**src/rtl/hb_pkg.sv**
```systemverilog
package hb_pkg;

  // Majority of three copies of a critical flag.
  function automatic logic maj3(input logic [2:0] v);
    return (v[0] & v[1]) | (v[0] & v[2]) | (v[1] & v[2]);
  endfunction

  // Segment index inside a frame; even segments drive the line high.
  typedef logic [2:0] seg_t;

  localparam seg_t SEG_START = 3'd0;
  localparam seg_t SEG_LAST  = 3'd7;

endpackage

```
**src/rtl/hb_tick.sv**
```systemverilog
module hb_tick #(
  parameter int unsigned UNIT_CYC = 4
) (
  input  logic clk,
  input  logic rst_n,
  input  logic clr,
  output logic tick
);
  localparam int unsigned CW = (UNIT_CYC > 1) ? $clog2(UNIT_CYC) : 1;
  localparam logic [CW-1:0] LAST = CW'(UNIT_CYC - 1);

  logic [CW-1:0] cnt_q;

  always_ff @(posedge clk) begin
    if (!rst_n || clr) begin
      cnt_q <= '0;
    end else if (cnt_q == LAST) begin
      cnt_q <= '0;
    end else begin
      cnt_q <= cnt_q + 1'b1;
    end
  end

  assign tick = (cnt_q == LAST) && !clr;

  AST_TICK_SPACING: assert property (@(posedge clk) disable iff (!rst_n)
    tick |=> !tick);

endmodule

```
**src/rtl/hb_watch.sv**
```systemverilog
module hb_watch #(
  parameter int unsigned ALIVE_LIMIT = 100,
  parameter int unsigned RUN_LIMIT   = 300,
  parameter bit          TRIPLE      = 1'b1
) (
  input  logic clk,
  input  logic rst_n,
  input  logic alive,
  input  logic run_start,
  input  logic run_done,
  output logic starved,
  output logic fault
);
  import hb_pkg::*;

  localparam int unsigned AW = $clog2(ALIVE_LIMIT + 1);
  localparam int unsigned RW = $clog2(RUN_LIMIT + 1);
  localparam logic [AW-1:0] A_MAX = AW'(ALIVE_LIMIT);
  localparam logic [RW-1:0] R_MAX = RW'(RUN_LIMIT);

  logic [AW-1:0] alive_cnt_q;
  logic [RW-1:0] run_cnt_q;
  logic          busy_q;
  logic          overrun_set;

  // Alive-strobe starvation counter (saturating).
  always_ff @(posedge clk) begin
    if (!rst_n) begin
      alive_cnt_q <= '0;
    end else if (alive) begin
      alive_cnt_q <= '0;
    end else if (alive_cnt_q != A_MAX) begin
      alive_cnt_q <= alive_cnt_q + 1'b1;
    end
  end

  assign starved = (alive_cnt_q == A_MAX);

  // Run duration timer: start wins over done, done while idle is harmless.
  always_ff @(posedge clk) begin
    if (!rst_n) begin
      busy_q    <= 1'b0;
      run_cnt_q <= '0;
    end else if (run_start) begin
      busy_q    <= 1'b1;
      run_cnt_q <= '0;
    end else if (run_done) begin
      busy_q    <= 1'b0;
      run_cnt_q <= '0;
    end else if (busy_q && (run_cnt_q != R_MAX)) begin
      run_cnt_q <= run_cnt_q + 1'b1;
    end
  end

  assign overrun_set = busy_q && (run_cnt_q == R_MAX) && !run_done && !run_start;

  // Overrun latch, optionally held as three voted copies.
  generate
    if (TRIPLE) begin : g_tmr
      logic [2:0] copy_q;
      logic       voted;
      assign voted = maj3(copy_q);
      for (genvar i = 0; i < 3; i++) begin : g_copy
        always_ff @(posedge clk) begin
          if (!rst_n) begin
            copy_q[i] <= 1'b0;
          end else begin
            copy_q[i] <= voted | overrun_set;
          end
        end
      end
      assign fault = voted;
    end else begin : g_single
      logic one_q;
      always_ff @(posedge clk) begin
        if (!rst_n) begin
          one_q <= 1'b0;
        end else begin
          one_q <= one_q | overrun_set;
        end
      end
      assign fault = one_q;
    end
  endgenerate

  AST_OVERRUN_LATCH: assert property (@(posedge clk) disable iff (!rst_n)
    (busy_q && run_cnt_q == R_MAX && !run_done && !run_start) |=> fault);

  AST_FAULT_STICKY: assert property (@(posedge clk) disable iff (!rst_n)
    fault |=> fault);

  AST_ALIVE_REARM: assert property (@(posedge clk) disable iff (!rst_n)
    alive |=> !starved);

  AST_START_RESTARTS: assert property (@(posedge clk) disable iff (!rst_n)
    run_start |=> (busy_q && run_cnt_q == '0));

endmodule

```
**src/rtl/hb_frame.sv**
```systemverilog
module hb_frame #(
  parameter int unsigned START_U = 4,
  parameter int unsigned SHORT_U = 1,
  parameter int unsigned LONG_U  = 2,
  parameter int unsigned GAP_U   = 1
) (
  input  logic       clk,
  input  logic       rst_n,
  input  logic       restart,
  input  logic       tick,
  input  logic [2:0] code,
  output logic       level
);
  import hb_pkg::*;

  localparam int unsigned MAX_A = (START_U > LONG_U) ? START_U : LONG_U;
  localparam int unsigned MAX_U = (MAX_A > GAP_U) ? MAX_A : GAP_U;
  localparam int unsigned UW    = $clog2(MAX_U + 1);

  seg_t          seg_q;
  logic [UW-1:0] left_q;
  logic [2:0]    code_q;
  seg_t          seg_nx;

  function automatic logic [UW-1:0] seg_len(input seg_t s, input logic [2:0] c);
    logic bitv;
    if (s[0]) return UW'(GAP_U);
    case (s[2:1])
      2'd0:    return UW'(START_U);
      2'd1:    bitv = c[2];
      2'd2:    bitv = c[1];
      default: bitv = c[0];
    endcase
    return bitv ? UW'(LONG_U) : UW'(SHORT_U);
  endfunction

  assign seg_nx = (seg_q == SEG_LAST) ? SEG_START : seg_q + 3'd1;

  always_ff @(posedge clk) begin
    if (!rst_n) begin
      seg_q  <= SEG_START;
      left_q <= UW'(START_U);
      code_q <= '0;
    end else if (restart) begin
      seg_q  <= SEG_START;
      left_q <= UW'(START_U);
    end else if (tick) begin
      if (left_q == UW'(1)) begin
        seg_q  <= seg_nx;
        left_q <= seg_len(seg_nx, code_q);
        if (seg_q == SEG_START) begin
          code_q <= code;
        end
      end else begin
        left_q <= left_q - 1'b1;
      end
    end
  end

  assign level = ~seg_q[0];

  AST_SEG_HOLD: assert property (@(posedge clk) disable iff (!rst_n)
    (!tick && !restart) |=> $stable(seg_q));

  AST_CODE_HOLD: assert property (@(posedge clk) disable iff (!rst_n)
    (seg_q != SEG_START) |=> $stable(code_q));

endmodule

```
**src/rtl/hb_supervisor.sv**
```systemverilog
module hb_supervisor #(
  parameter int unsigned UNIT_CYC    = 4,
  parameter int unsigned START_U     = 4,
  parameter int unsigned SHORT_U     = 1,
  parameter int unsigned LONG_U      = 2,
  parameter int unsigned GAP_U       = 1,
  parameter int unsigned ALIVE_LIMIT = 100,
  parameter int unsigned RUN_LIMIT   = 300,
  parameter bit          TRIPLE      = 1'b1
) (
  input  logic       clk,
  input  logic       rst_n,
  input  logic       alive,
  input  logic       run_start,
  input  logic       run_done,
  input  logic [2:0] state_code,
  output logic       hb_out
);
  logic starved;
  logic fault;
  logic kill;
  logic tick;
  logic level;

  hb_watch #(
    .ALIVE_LIMIT(ALIVE_LIMIT),
    .RUN_LIMIT  (RUN_LIMIT),
    .TRIPLE     (TRIPLE)
  ) u_watch (
    .clk      (clk),
    .rst_n    (rst_n),
    .alive    (alive),
    .run_start(run_start),
    .run_done (run_done),
    .starved  (starved),
    .fault    (fault)
  );

  assign kill = starved | fault;

  hb_tick #(
    .UNIT_CYC(UNIT_CYC)
  ) u_tick (
    .clk  (clk),
    .rst_n(rst_n),
    .clr  (kill),
    .tick (tick)
  );

  hb_frame #(
    .START_U(START_U),
    .SHORT_U(SHORT_U),
    .LONG_U (LONG_U),
    .GAP_U  (GAP_U)
  ) u_frame (
    .clk    (clk),
    .rst_n  (rst_n),
    .restart(kill),
    .tick   (tick),
    .code   (state_code),
    .level  (level)
  );

  assign hb_out = level & ~kill;

  AST_FLAT_ON_FAULT: assert property (@(posedge clk) disable iff (!rst_n)
    fault |-> !hb_out);

  AST_FLAT_ON_STARVE: assert property (@(posedge clk) disable iff (!rst_n)
    starved |-> !hb_out);

  AST_RESET_HIGH: assert property (@(posedge clk)
    !rst_n |=> hb_out);

endmodule

```
**config.mk**
```make
export PLATFORM = sky130hd
export DESIGN_NAME = hb_supervisor
export DESIGN_NICKNAME = d
export VERILOG_FILES = /design/src/rtl/hb_pkg.sv /design/src/rtl/hb_tick.sv /design/src/rtl/hb_watch.sv /design/src/rtl/hb_frame.sv /design/src/rtl/hb_supervisor.sv
export SDC_FILE = /design/constraint.sdc
export NUM_CORES = 1
export LEC_CHECK = 0
export BUFFER_PORTS_ARGS = -buffer_cell sky130_fd_sc_hd__buf_4
export CAP_MARGIN = 20
export CORE_ASPECT_RATIO = 1.25
export CORE_UTILIZATION = 45
export DETAILED_ROUTE_END_ITERATION = 8
export SLEW_MARGIN = 10
export SYNTH_ARGS = -nofsm -noshare
export SYNTH_HDL_FRONTEND = slang
export SYNTH_HIERARCHICAL = 1
export SYNTH_SLANG_ARGS = --single-unit
```
**constraint.sdc**
```tcl
create_clock -name clk -period 1.95 [get_ports clk]
set_input_delay 0.195 -clock clk [delete_from_list [all_inputs] [get_ports clk]]
set_output_delay 0.195 -clock clk [all_outputs]
set_load 0.05 [all_outputs]
```
==> flow_summary_export.csv <==
group,metric,value,unit
outcome,status,"finished clean",
power_and_ir_drop,ir_drop,0.000571,V
clocking,cts_hold_buf,0,
clocking,clk_pin_slew,0.06,ns
logic_synthesis,synthesis.area,1590,um2
floorplan,start_util,48.6,%
routing,drt_iter0_drc,36,
power_and_ir_drop,power.switching,283,uW
finish,fin_nets,225,
setup_path,r2r_start,"u_frame/seg_q[0]$_SDFFE_PP0P_",
place,portBuffers,8,
floorplan,die_h,68.5,um
flow_run,maxCapViolations,0,
logic_synthesis,ys.warnings.count,6,
clocking,cts_root_buffer,"clkbuf_8",
timing,tightestPinTransition,0.510,ns
timing,relSlewSlack,65.8,%
setup_path,startpoint,"u_frame/seg_q[0]$_SDFFE_PP0P_",
floorplan,core,3280,um2
clocking,cts_tree,"done",
grt,grt.overflow.total,0,
power_and_ir_drop,swShare,20.9,%
setup_path,path_max_fanout,5,
grt,grt_pass1_vias,1318,
floorplan,ios,9,
logic_synthesis,async_flop_share,0,%
power_and_ir_drop,p_clk_share,47.4,%
logic_synthesis,synthCells,179,
setup_path,reg2reg_depth,7,
min_path,min_path_type,"in2reg",
grt,grt_pass1_wl,5620,um
timing,hold_viol_final,0,
routing,dr.pass1.iters,4,
clocking,clock_latency,0.28,ns
finish,nFillCells,305,
logic_synthesis,synth.distinct_cells,45,
clocking,clock_tree.buffer_depth,2,
setup_path,reg2reg_slack,0.08,ns
setup_path,critPathCaptureType,"flip-flop",
routing,drt_wl_total,3390,um
routing,drtAntennaViolNets,0,
floorplan,placementRows,23,
setup_path,arrival,2.03,ns
finish,drive_gt1_share,24.4,%
clocking,numCtsBuffers,5,
timing,setup_viol,0,
power_and_ir_drop,power.internal,1.07,mW
setup_path,setup.worst_path.end,"u_frame/left_q[0]$_SDFFE_PP0P_",
finish,final_common_cell,"dfxtp_1",
timing,max_freq,535,MHz
power_and_ir_drop,combPwrFrac,7.0,%
grt,grt_usage,19.7,%
routing,drcViolationCount,0,
timing,final.period_utilization,95.8,%
power_and_ir_drop,p_seq_share,45.6,%
grt,grt_max_degree,10,
logic_synthesis,syn-num-nets,200,
timing,skew,0.00456,ns
setup_path,startpoint_type,"flip-flop",
power_and_ir_drop,power.leakage,0.732,nW
finish,postLayoutCoreUtil,60.0,%
logic_synthesis,synthFlopType,"dfxtp_1",
logic_synthesis,synth_edf_count,0,
timing,report.final.slew_viol_count,0,
place,routabilityCongestion,0.858,
clocking,htree_levels,2,
timing,min_period,1.87,ns
finish,layout-area-overhead-vs-synth,23.4,%
routing,wl_per_cell,14.0,um
routing,num_vias,1360,
setup_path,rr_endpoint,"u_frame/left_q[0]$_SDFFE_PP0P_",
floorplan,fp.dieW,55.2,um
place,hpwl,2430,um
floorplan,fp.dieArea,3790,um2
setup_path,critical_path_required,2.11,ns
clocking,cts.sink_count,29,
logic_synthesis,avgSynthCellArea,8.91,um2
routing,vias_per_cell,5.62,
power_and_ir_drop,total_power,1.36,mW
setup_path,critPathKind,"reg2reg",
place,post-place-ws,-0.0274,ns
power_and_ir_drop,p_per_area,689,nW/um2
logic_synthesis,synth_seq_cells,29,
logic_synthesis,yosysSeqAreaShare,36.4,%
timing,layout_setup_ws,0.0817,ns
finish,final_cell_mix,"27 x dfxtp_1, 20 x nand2_1, 19 x buf_4",
finish,antenna_cells,0,
grt,grt_antenna_before_repair,0,
-- power by group through the flow --
| stage | combinational [mW] | sequential, mW | clock (mW) |
|---|---|---|---|
| finish | 0.0950 | 0.618 | 0.642 |
| global route | 0.108 | 0.620 | 0.681 |
| CTS | 0.0906 | 0.618 | 0.656 |
| detailed placement | 0.0902 | 0.631 | 0 |
| global placement | 0.0858 | 0.630 | 0 |
| floorplan | 0.0580 | 0.629 | 0 |
-- cell usage after synthesis (all sizes together), types with 2 or more instances --
master  instances  area [um2]
dfxtp          29         581
nand2          20        75.1
a21oi          18        90.1
ha             13         163
inv            13        48.8
o21ai          10        50.0
nand3           8        40.0
nand2b          7        43.8
nor2            6        22.5
nor2b           5        41.3
mux2i           4        40.0
nor3            4        20.0
or3             4        25.0
nor3b           3        27.5
o311ai          3        26.3
xor2            3        26.3
a221oi          2        30.0
and4b           2        20.0
and4bb          2        25.0
nand4           2        18.8
o21a            2        15.0
o31ai           2        15.0
or4             2        15.0
-- state kept, by name, indices dropped and copies added (netlist names) --
register,count
u_watch/run_cnt_q,9
u_watch/alive_cnt_q,7
u_frame/code_q,3
u_frame/left_q,3
u_frame/seg_q,3
u_tick/cnt_q,2
u_watch/busy_q,1
u_watch/g_tmr.copy_q,1
-- cells by family (layout without fill, tap and decap cells) --
family	count (synthesis)	after routing	synth area share [%]
AND/OR/NAND/NOR	74	74	28.6
XOR/XNOR	3	3	1.65
flip-flops	29	29	36.4
AO/OA/AOI/OAI	42	42	17.1
adder cells (fa/ha/maj)	13	13	10.2
buffers and inverters	14	40	3.53
multiplexers	4	4	2.51
-- cell type report --
cell class	count	area, um2	share of cell area [%]
multi-input combinational	136	1030	52.4
sequential	29	583	29.6
timing repair buffer	19	143	7.25
clock buffer	7	86.3	4.39
inverter	13	48.8	2.48
tap	37	46.3	2.35
clock inverter	1	30.0	1.53
-- worst min-delay path by stage --
stage	startpoint	endpoint	cells after the start
6_report	run_start	u_watch/busy_q$_SDFFE_PN0P_	2
5_1_grt	run_start	u_watch/busy_q$_SDFFE_PN0P_	2
4_1_cts	run_start	u_watch/busy_q$_SDFFE_PN0P_	2
3_5_place_dp	u_tick/cnt_q[0]$_SDFF_PP0_	u_tick/cnt_q[0]$_SDFF_PP0_	1
3_3_place_gp	u_tick/cnt_q[0]$_SDFF_PP0_	u_tick/cnt_q[0]$_SDFF_PP0_	1
2_1_floorplan	rst_n	u_watch/busy_q$_SDFFE_PN0P_	1
-- worst max-delay path: stages, from the launching register on --
cell and delay (ns):
dfxtp_2 0.34, ha_2 0.20, ha_4 0.27, inv_1 0.08, ha_4 0.26, nor2b_2 0.17
o311ai_2 0.33, a221oi_2 0.10
-- what timing repair did --
action                                  in CTS  in global routing
endpoints found under the setup margin       2                  9
pin swaps                                    0                  2
gates resized for setup                      4                 13
setup buffers                                0                  4
-- metrics by stage --
stage / area (um2) / hold WS, ns / setup TNS [ns] / std cells
5_1_grt: 1970 / 0.149 / -0.0528 / 242
2_1_floorplan: 1600 / 0.313 / 0 / 179
3_3_place_gp: 1750 / 0.426 / -0.00994 / 230
3_5_place_dp: 1750 / 0.442 / -0.0373 / 230
6_report: 1970 / 0.164 / 0 / 242
4_1_cts: 1900 / 0.153 / 0 / 238
-- per-layer routing --
layer,track usage (%),wire (um),vias up
li1,-,-,696
met1,20.0,1450,648
met2,37.3,1820,11
met3,4.10,63,5
met4,12.5,55,0
met5,0,0,-
Note: power is estimated with default switching activity, not from simulation.
